$ cat src/rtl/thm_mon_pkg.sv
package thm_mon_pkg;

  localparam int REG_AW = 3;

  typedef enum logic [REG_AW-1:0] {
    REG_SENS = 3'd0,
    REG_IEN  = 3'd1,
    REG_ISTS = 3'd2,
    REG_HOT  = 3'd3,
    REG_N2H  = 3'd4,
    REG_COLD = 3'd5,
    REG_OHI  = 3'd6,
    REG_OLO  = 3'd7
  } reg_sel_e;

  // flag positions inside one sensor slot
  localparam int F_HOT    = 0;
  localparam int F_COLD   = 1;
  localparam int F_OFS_HI = 2;
  localparam int F_OFS_LO = 3;
  localparam int F_N2H    = 4;
  localparam int SLOT_W   = 5;

  // normal-to-hot level, cold substitutes when unset
  function automatic int unsigned eff_n2h(int unsigned n2h, int unsigned cold);
    return (n2h == 0) ? cold : n2h;
  endfunction

  // effective hot level: larger of the two hot limits
  function automatic int unsigned hot_level(int unsigned hot, int unsigned n2h,
                                            int unsigned cold);
    int unsigned e;
    e = eff_n2h(n2h, cold);
    return (hot > e) ? hot : e;
  endfunction

endpackage

$ cat src/rtl/thm_regs.sv
module thm_regs
  import thm_mon_pkg::*;
#(
  parameter int THR_W  = 12,
  parameter int NUM_CH = 4,
  parameter int DATA_W = 32
) (
  input  logic              clk,
  input  logic              rst_n,
  input  logic              bus_wr,
  input  logic [REG_AW-1:0] bus_addr,
  input  logic [DATA_W-1:0] bus_wdata,
  output logic [NUM_CH-1:0] sens_en,
  output logic [DATA_W-1:0] irq_en,
  output logic [THR_W-1:0]  thr_hot,
  output logic [THR_W-1:0]  thr_n2h,
  output logic [THR_W-1:0]  thr_cold,
  output logic [THR_W-1:0]  thr_ohi,
  output logic [THR_W-1:0]  thr_olo,
  output logic [DATA_W-1:0] clr_mask
);

  always_ff @(posedge clk or negedge rst_n) begin
    if (!rst_n) begin
      sens_en  <= '0;
      irq_en   <= '0;
      thr_hot  <= '0;
      thr_n2h  <= '0;
      thr_cold <= '0;
      thr_ohi  <= '0;
      thr_olo  <= '0;
    end else if (bus_wr) begin
      case (reg_sel_e'(bus_addr))
        REG_SENS: sens_en  <= bus_wdata[NUM_CH-1:0];
        REG_IEN:  irq_en   <= bus_wdata;
        REG_HOT:  thr_hot  <= bus_wdata[THR_W-1:0];
        REG_N2H:  thr_n2h  <= bus_wdata[THR_W-1:0];
        REG_COLD: thr_cold <= bus_wdata[THR_W-1:0];
        REG_OHI:  thr_ohi  <= bus_wdata[THR_W-1:0];
        REG_OLO:  thr_olo  <= bus_wdata[THR_W-1:0];
        default:  ;
      endcase
    end
  end

  // write-one-to-clear request toward the status register
  assign clr_mask = (bus_wr && (reg_sel_e'(bus_addr) == REG_ISTS)) ? bus_wdata : '0;

endmodule

$ cat src/rtl/thm_compare.sv
module thm_compare
  import thm_mon_pkg::*;
#(
  parameter int THR_W  = 12,
  parameter int NUM_CH = 4,
  parameter int DATA_W = 32
) (
  input  logic                      fv_valid,
  input  logic [$clog2(NUM_CH)-1:0] fv_chan,
  input  logic [THR_W-1:0]          fv_value,
  input  logic [NUM_CH-1:0]         sens_en,
  input  logic [THR_W-1:0]          thr_hot,
  input  logic [THR_W-1:0]          thr_n2h,
  input  logic [THR_W-1:0]          thr_cold,
  input  logic [THR_W-1:0]          thr_ohi,
  input  logic [THR_W-1:0]          thr_olo,
  output logic [DATA_W-1:0]         set_mask
);

  localparam int CH_W   = $clog2(NUM_CH);
  localparam int USED_W = NUM_CH * SLOT_W;

  logic [SLOT_W-1:0] flags;
  int unsigned       val_u;
  int unsigned       hot_u;

  // one code per cycle: the limit tests are shared by all sensors
  always_comb begin
    val_u = 32'(fv_value);
    hot_u = hot_level(32'(thr_hot), 32'(thr_n2h), 32'(thr_cold));
    flags = '0;
    flags[F_HOT]    = val_u > hot_u;
    flags[F_N2H]    = val_u > hot_u;
    flags[F_COLD]   = fv_value < thr_cold;
    flags[F_OFS_HI] = fv_value > thr_ohi;
    flags[F_OFS_LO] = fv_value < thr_olo;
  end

  for (genvar c = 0; c < NUM_CH; c++) begin : g_slot
    logic hit;
    assign hit = fv_valid && (fv_chan == CH_W'(c)) && sens_en[c];
    assign set_mask[c*SLOT_W +: SLOT_W] = hit ? flags : '0;
  end

  if (DATA_W > USED_W) begin : g_pad
    assign set_mask[DATA_W-1:USED_W] = '0;
  end

endmodule

$ cat src/rtl/thm_status.sv
module thm_status #(
  parameter int DATA_W = 32
) (
  input  logic              clk,
  input  logic              rst_n,
  input  logic [DATA_W-1:0] set_mask,
  input  logic [DATA_W-1:0] clr_mask,
  input  logic [DATA_W-1:0] irq_en,
  output logic [DATA_W-1:0] sts,
  output logic              irq
);

  // a new flag outranks a clear of the same bit
  always_ff @(posedge clk or negedge rst_n) begin
    if (!rst_n) sts <= '0;
    else        sts <= (sts & ~clr_mask) | set_mask;
  end

  assign irq = |(sts & irq_en);

endmodule

$ cat src/rtl/thm_irq_monitor.sv
module thm_irq_monitor
  import thm_mon_pkg::*;
#(
  parameter int THR_W  = 12,
  parameter int NUM_CH = 4,
  parameter int DATA_W = 32
) (
  input  logic                      clk,
  input  logic                      rst_n,
  input  logic                      bus_wr,
  input  logic [REG_AW-1:0]         bus_addr,
  input  logic [DATA_W-1:0]         bus_wdata,
  output logic [DATA_W-1:0]         bus_rdata,
  input  logic                      fv_valid,
  input  logic [$clog2(NUM_CH)-1:0] fv_chan,
  input  logic [THR_W-1:0]          fv_value,
  output logic                      irq
);

  logic [NUM_CH-1:0] sens_en;
  logic [DATA_W-1:0] irq_en;
  logic [THR_W-1:0]  thr_hot, thr_n2h, thr_cold, thr_ohi, thr_olo;
  logic [DATA_W-1:0] clr_mask;
  logic [DATA_W-1:0] set_mask;
  logic [DATA_W-1:0] sts;

  thm_regs #(.THR_W(THR_W), .NUM_CH(NUM_CH), .DATA_W(DATA_W)) u_regs (
    .clk(clk), .rst_n(rst_n), .bus_wr(bus_wr), .bus_addr(bus_addr),
    .bus_wdata(bus_wdata), .sens_en(sens_en), .irq_en(irq_en),
    .thr_hot(thr_hot), .thr_n2h(thr_n2h), .thr_cold(thr_cold),
    .thr_ohi(thr_ohi), .thr_olo(thr_olo), .clr_mask(clr_mask)
  );

  thm_compare #(.THR_W(THR_W), .NUM_CH(NUM_CH), .DATA_W(DATA_W)) u_cmp (
    .fv_valid(fv_valid), .fv_chan(fv_chan), .fv_value(fv_value),
    .sens_en(sens_en), .thr_hot(thr_hot), .thr_n2h(thr_n2h),
    .thr_cold(thr_cold), .thr_ohi(thr_ohi), .thr_olo(thr_olo),
    .set_mask(set_mask)
  );

  thm_status #(.DATA_W(DATA_W)) u_sts (
    .clk(clk), .rst_n(rst_n), .set_mask(set_mask), .clr_mask(clr_mask),
    .irq_en(irq_en), .sts(sts), .irq(irq)
  );

  always_comb begin
    case (reg_sel_e'(bus_addr))
      REG_SENS: bus_rdata = DATA_W'(sens_en);
      REG_IEN:  bus_rdata = irq_en;
      REG_ISTS: bus_rdata = sts;
      REG_HOT:  bus_rdata = DATA_W'(thr_hot);
      REG_N2H:  bus_rdata = DATA_W'(thr_n2h);
      REG_COLD: bus_rdata = DATA_W'(thr_cold);
      REG_OHI:  bus_rdata = DATA_W'(thr_ohi);
      default:  bus_rdata = DATA_W'(thr_olo);
    endcase
  end

endmodule

$ cat config.mk
export PLATFORM = sky130hd
export DESIGN_NAME = thm_irq_monitor
export DESIGN_NICKNAME = d
export VERILOG_FILES = /design/src/rtl/thm_mon_pkg.sv /design/src/rtl/thm_regs.sv /design/src/rtl/thm_compare.sv /design/src/rtl/thm_status.sv /design/src/rtl/thm_irq_monitor.sv
export SDC_FILE = /design/constraint.sdc
export NUM_CORES = 1
export LEC_CHECK = 0
export BUFFER_PORTS_ARGS = -buffer_cell sky130_fd_sc_hd__buf_2
export CORE_UTILIZATION = 55
export CTS_BUF_LIST = sky130_fd_sc_hd__clkbuf_4
export CTS_CLUSTER_DIAMETER = 150
export CTS_CLUSTER_SIZE = 20
export DETAILED_ROUTE_END_ITERATION = 7
export GPL_ROUTABILITY_DRIVEN = 0
export PLACE_DENSITY_LB_ADDON = 0.2
export SLEW_MARGIN = 20
export SYNTH_ARGS = -nofsm -noshare
export SYNTH_HDL_FRONTEND = slang
export SYNTH_SLANG_ARGS = --single-unit
$ cat constraint.sdc
create_clock -name clk -period 6.5 [get_ports clk]
set_input_delay 1.3 -clock clk [delete_from_list [all_inputs] [get_ports clk]]
set_output_delay 1.3 -clock clk [all_outputs]
set_load 0.02 [all_outputs]
# [Word level (Yosys, flattened, before mapping)]
# Cells that the tools add are included.
[totals] ff_bits=128 in_bits=53 out_inout_bits=33 elab_cells=55
[classes] magnitude_cmp=5 eq_ne=10 muxes=8 n_bitwise=4 reduce_logical=20
[op_table] op="32-bit one-hot mux with 7 select lines" n=1
[op_table] op="32-bit bitwise AND" n=2
[op_table] op="12-bit by 32-bit greater-than comparator with 1-bit output" n=2
[op_table] op="32-bit two-way mux" n=2
[op_table] op="32-bit inverter" n=1
[op_table] op="32-bit by 20-bit OR with 32-bit output" n=1
[op_table] op="32-bit OR reduction" n=1
[op_table] op="12-bit < comparator" n=2
[op_table] op="5-bit two-way mux" n=4
[op_table] op="2-bit AND reduction" n=7
[op_table] op="3-bit == test (second input constant)" n=4
[op_table] op="12-bit greater-than comparator" n=1
[op_table] op="12-bit zero test" n=1
[op_table] op="12-bit two-way mux" n=1
[op_table] op="1-bit logical AND" n=9
[op_table] op="3-bit by 2-bit == test with 1-bit output (second input constant)" n=2
[op_table] op="2-bit == test (second input constant)" n=2
[op_table] op="3-bit by 1-bit == test with 1-bit output (second input constant)" n=1
[op_table] op="3-bit zero test" n=1
[op_table] op="2-bit by 1-bit == test with 1-bit output (second input constant)" n=1
[op_table] op="2-bit zero test" n=1

# [Logic depth before layout (Yosys ltp)]
[logic_depth] ltp_word=7 ltp_mapped=17 ltp_nobuf=15

# [Modules after synthesis]
# From an unflattened synthesis, not the netlist that was laid out.
[hier_totals] cells_unflattened=746 hier_area_um2=8185.4
[by_module_without_submodules] module="thm_regs" n_inst=1 cells_per_inst=244 area_each_um2=3956.3 seq_area_each_um2=2402.3
[by_module_without_submodules] module="thm_compare" n_inst=1 cells_per_inst=258 area_each_um2=1938.1 seq_area_each_um2=0.0
[by_module_without_submodules] module="thm_status" n_inst=1 cells_per_inst=117 area_each_um2=1325.0 seq_area_each_um2=800.8
[by_module_without_submodules] module="thm_irq_monitor" n_inst=1 cells_per_inst=127 area_each_um2=965.9 seq_area_each_um2=0.0

# [Least setup slack after synthesis]
# OpenSTA, ideal clock, no wires.
[synth_timing] path_type="in2out" start="input port bus_addr[2]" end="output port bus_rdata[6]" arrival_time_ps=2597 t_required_ps=5200 slack_ps=2603 stages=6 n_path_buf=3 path_cell_list="buf_2 -> buf_2 -> nand3_1 -> clkbuf_1 -> nor2_1 -> a211oi_1"
[synth_between] elab_chain_cells=2 word_cells_on_any_way=8 classes_between="eq/ne (6); mux (1); reduce/logical (1)"
[synth_lines] element="start, declared" line="thm_irq_monitor.sv:11" text="input logic [REG_AW-1:0] bus_addr,"
[synth_lines] element="3-bit == test, or another cell as far along" line="thm_irq_monitor.sv:47" text="case (reg_sel_e'(bus_addr))"
[synth_lines] element="32-bit one-hot mux with 7 select lines *" line="thm_irq_monitor.sv:47"
[synth_lines] element="end, declared" line="thm_irq_monitor.sv:13" text="output logic [DATA_W-1:0] bus_rdata,"
# Mark *: on every way between the ends. The rest lies on a longest branch, timed or not.

# [Worst setup path in the final report]
[layout_timing] start="register u_regs.thr_n2h[2]" end="register u_sts.sts[9]"
[layout_between] elab_chain_cells=7
[layout_lines] element="start, declared" line="thm_regs.sv:16" text="output logic [THR_W-1:0] thr_n2h,"
[layout_lines] element="start signal, assigned" line="thm_regs.sv:37" text="REG_N2H: thr_n2h <= bus_wdata[THR_W-1:0];"
[layout_lines] element="12-bit zero test" line="thm_mon_pkg.sv:26" text="return (n2h == 0) ? cold : n2h;"
[layout_lines] element="12-bit two-way mux *" line="thm_mon_pkg.sv:26"
[layout_lines] element="12-bit by 32-bit greater-than comparator with 1-bit output" line="thm_mon_pkg.sv:34" text="return (hot > e) ? hot : e;"
[layout_lines] element="32-bit two-way mux *" line="thm_mon_pkg.sv:34"
[layout_lines] element="12-bit by 32-bit greater-than comparator with 1-bit output *" line="thm_compare.sv:33" text="flags[F_N2H] = val_u > hot_u;"
[layout_lines] element="5-bit two-way mux *" line="thm_compare.sv:42" text="assign set_mask[c*SLOT_W +: SLOT_W] = hit ? flags : '0;"
[layout_lines] element="32-bit by 20-bit OR with 32-bit output *" line="thm_status.sv:16" text="else sts <= (sts & ~clr_mask) | set_mask;"
[layout_lines] element="end signal, assigned" line="thm_status.sv:16"
[layout_lines] element="end, declared" line="thm_status.sv:9" text="output logic [DATA_W-1:0] sts,"
# Marks and branches as above.
# A chain may end at the register's enable or synchronous reset.

==> flow_metrics.tcl <==
set metrics [dict create \
    critPathKind "flip-flop to flip-flop" \
    wl_met3_mm 1.63 \
    finalWirelength_mm 20.9 \
    fin_cells 963 \
    yosysSeqAreaShare_pct 41.9 \
    synth_edf_count 0 \
    syn_nets 805 \
    clock-root-buffer "clkbuf_4" \
    syn_avg_cell_area_um2 11.0 \
    async_flop_share_pct 100 \
    period_needed_ps 4530 \
    status "finished, final reports clean" \
    dp_cells 930 \
    worstSkewPairLatency_ps 550 \
    cap_violations 0 \
    irDropWorstVdd_mv 0.256 \
    fp.dieH_um 120 \
    max_freq_mhz 221 \
    wl_met2_mm 9.96 \
    post_cts_buffers 0 \
    path_clk_slew_ps 120 \
    cp.required_ps 6900 \
    critPathMostFrequentCell "a21oi_1" \
    hold_buffers 0 \
    die_area_um2 14400 \
    final-seq-area_um2 3200 \
    cp-start-kind "flip-flop" \
    synth_cell_types 58 \
    critPathBufInv 0 \
    cp.depth 14 \
    ys.warnings.count 0 \
    crit_path_max_fanout 12 \
    dr.pass1.iters 7 \
    rows 42 \
    num_vias 6072 \
    antenna_found_initial 1 \
    fin_setup_tns_ps 0 \
    grt_pass1_vias 6160 \
    drt_iter0_drc 474 \
    slew_violations 0 \
    grt_pass1_wl_mm 33.1 \
    vias_per_cell 6.31 \
    hold_viol 0 \
    io_buffer_count 85 \
    overflow 0 \
    cts_tree "yes" \
    die_x_um 120 \
    nNetsFinal 884 \
    worstHoldPathType "flip-flop to flip-flop" \
    drive_above_1_share_pct 25.4 \
    cts_max_path_buffers 2 \
    grt_usage_pct 30.7 \
    top_layer "met4" \
    cp_slowest_stage_delay_ps 680 \
    syn-instance-count 694 \
    area_growth_pct 11.1 \
    multi_input_area_um2 4090 \
    cp-end-kind "flip-flop" \
    cts_sinks 128 \
    worstMarginPinSlew_ps 872 \
    fin_worst_skew_ps 18.8 \
    timing.final.crit_share_pct 69.7 \
    rsz0062_at_grt "false" \
    wl_met1_mm 8.76 \
    core_region_area_um2 13400 \
    synthFlopType "dfrtp_1" \
    drc 0 \
    cts_max_level 4 \
    slowest_stage "o311ai_2" \
    whs_path_depth 1 \
    antenna_left 0 \
    dp_hpwl_mm 15.4 \
    fillers 1137 \
    cp_top_family "compound AO/OA/AOI/OAI gates" \
    p_leak_nw 4.03 \
    power_density_nw_per_um2 323 \
    synth_area_um2 7640 \
    io_pins 86 \
    cts_made_buffers 17 \
    setup_viol 0 \
    cts_resized 0 \
    grt_max_degree 80 \
    worst-r2r-cell-count 14 \
    synth-seq-cells 128 \
    wl_per_cell_um 21.7 \
    start_util_pct 57.0 \
    slew_headroom_pct 41.7 \
    cp_cell_sequence "nor4_1 > and3_1 > a21oi_1 > ha_1 > nor2b_1 > o211ai_2 > a21oi_1 > o311a_4 > mux2_4 > ha_1 > a21oi_1 > o21ai_0 > o311ai_2 > o21ai_0" \
    crit_arrival_ps 4930 \
]
==> placed cells by master (no fill, tap or decap), drive strengths merged, types with 3 or more instances in the layout <==
cell / instances
or3: 3
o21ai: 25
o22ai: 8
a21o: 8
nand3: 6
nand2b: 9
o211ai: 3
nor2: 21
nand2: 44
and4: 3
dfrtp: 128
nor4: 3
ha: 58
a211oi: 3
a22oi: 20
a21oi: 44
nor3: 3
a21boi: 12
inv: 50
nand4b: 3
mux2: 117
nor2b: 8
a221oi: 4
clkbuf: 19
bufinv: 4
clkinv: 6
a22o: 33
a31oi: 3
buf: 91
mux2i: 6
nand4: 15
==> cell type report <==
cell class	count	area share, %
multi-input cells	487	48.1
flip-flops and latches	128	37.7
repair buffers	91	5.61
well taps	176	2.59
clock inverters	13	2.18
inverters	48	2.12
clock buffers	19	1.68
diodes	1	0.0295
==> synthesized netlist by cell type (all sizes together) (3+ instances only) <==
master | n | area (um2)
a211oi | 3 | 22.5
a21boi | 12 | 90.1
a21o | 8 | 60.1
a21oi | 44 | 220
a221oi | 4 | 35.0
a22o | 33 | 289
a22oi | 20 | 150
a31oi | 3 | 25.0
and4 | 3 | 26.3
buf | 22 | 144
clkbuf | 9 | 33.8
dfrtp | 128 | 3200
ha | 58 | 726
inv | 48 | 180
mux2 | 117 | 1360
mux2i | 6 | 60.1
nand2 | 44 | 165
nand2b | 9 | 56.3
nand3 | 6 | 30.0
nand4 | 15 | 93.8
nand4b | 3 | 26.3
nor2 | 21 | 78.8
nor2b | 8 | 50.1
nor3 | 3 | 20.0
nor4 | 3 | 18.8
o211ai | 3 | 27.5
o21ai | 25 | 125
o22ai | 8 | 50.1
or3 | 3 | 18.8
==> final timing paths <==
kind | end | startpoint | slack, ps
max | u_sts.sts[9]$_DFF_PN0_ | u_regs.thr_n2h[2]$_DFFE_PN0P_ | 1970
min | u_regs.thr_ohi[8]$_DFFE_PN0P_ | u_regs.thr_ohi[8]$_DFFE_PN0P_ | 530
max reg2reg | u_sts.sts[9]$_DFF_PN0_ | u_regs.thr_n2h[2]$_DFFE_PN0P_ | 1970
min reg2reg | u_regs.thr_ohi[8]$_DFFE_PN0P_ | u_regs.thr_ohi[8]$_DFFE_PN0P_ | 530
max in group asynchronous | u_sts.sts[31]$_DFF_PN0_ | rst_n | 4570
min in group asynchronous | u_regs.irq_en[24]$_DFFE_PN0P_ | rst_n | 780
==> registers in the layout (all words and copies together) (netlist names) <==
signal / flops
u_regs.irq_en: 32
u_regs.sens_en: 4
u_regs.thr_cold: 12
u_regs.thr_hot: 12
u_regs.thr_n2h: 12
u_regs.thr_ohi: 12
u_regs.thr_olo: 12
u_sts.sts: 32
==> power breakdown <==
part | switching (mW) | internal, mW | total, mW
Sequential | 0.216 | 0.987 | 1.20
Clock | 0.308 | 0.315 | 0.623
Combinational | 0.470 | 0.445 | 0.915
==> kinds of logic after synthesis <==
logic type,share of synthesized area [%]
AO/OA/AOI/OAI,16.0
AND/OR/NAND/NOR,8.82
flip-flops,41.9
multiplexers,19.1
buffers and inverters,4.68
adder cells (fa/ha/maj),9.49
==> through the flow <==
step / setup slack, ps / cell area, um2 / hold slack [ps] / utilization, % / total power, mW
2_1_floorplan: 2600 / 7640 / 465 / - / 1.81
3_3_place_gp: 2110 / 8160 / 492 / 60.9 / 2.07
3_5_place_dp: 2010 / 8160 / 500 / 60.9 / 2.12
4_1_cts: 2000 / 8490 / 527 / 63.4 / 2.74
5_1_grt: 1710 / 8500 / 550 / 63.4 / 2.89
6_report: 1970 / 8500 / 526 / 63.4 / 2.74
==> layer usage <==
metal | up-vias | global-route usage, %
met5 | - | 0
met4 | 0 | 10.2
met3 | 44 | 7.13
met2 | 263 | 49.5
met1 | 3021 | 40.9
li1 | 2744 | -
(Power assumes the default switching activity.)
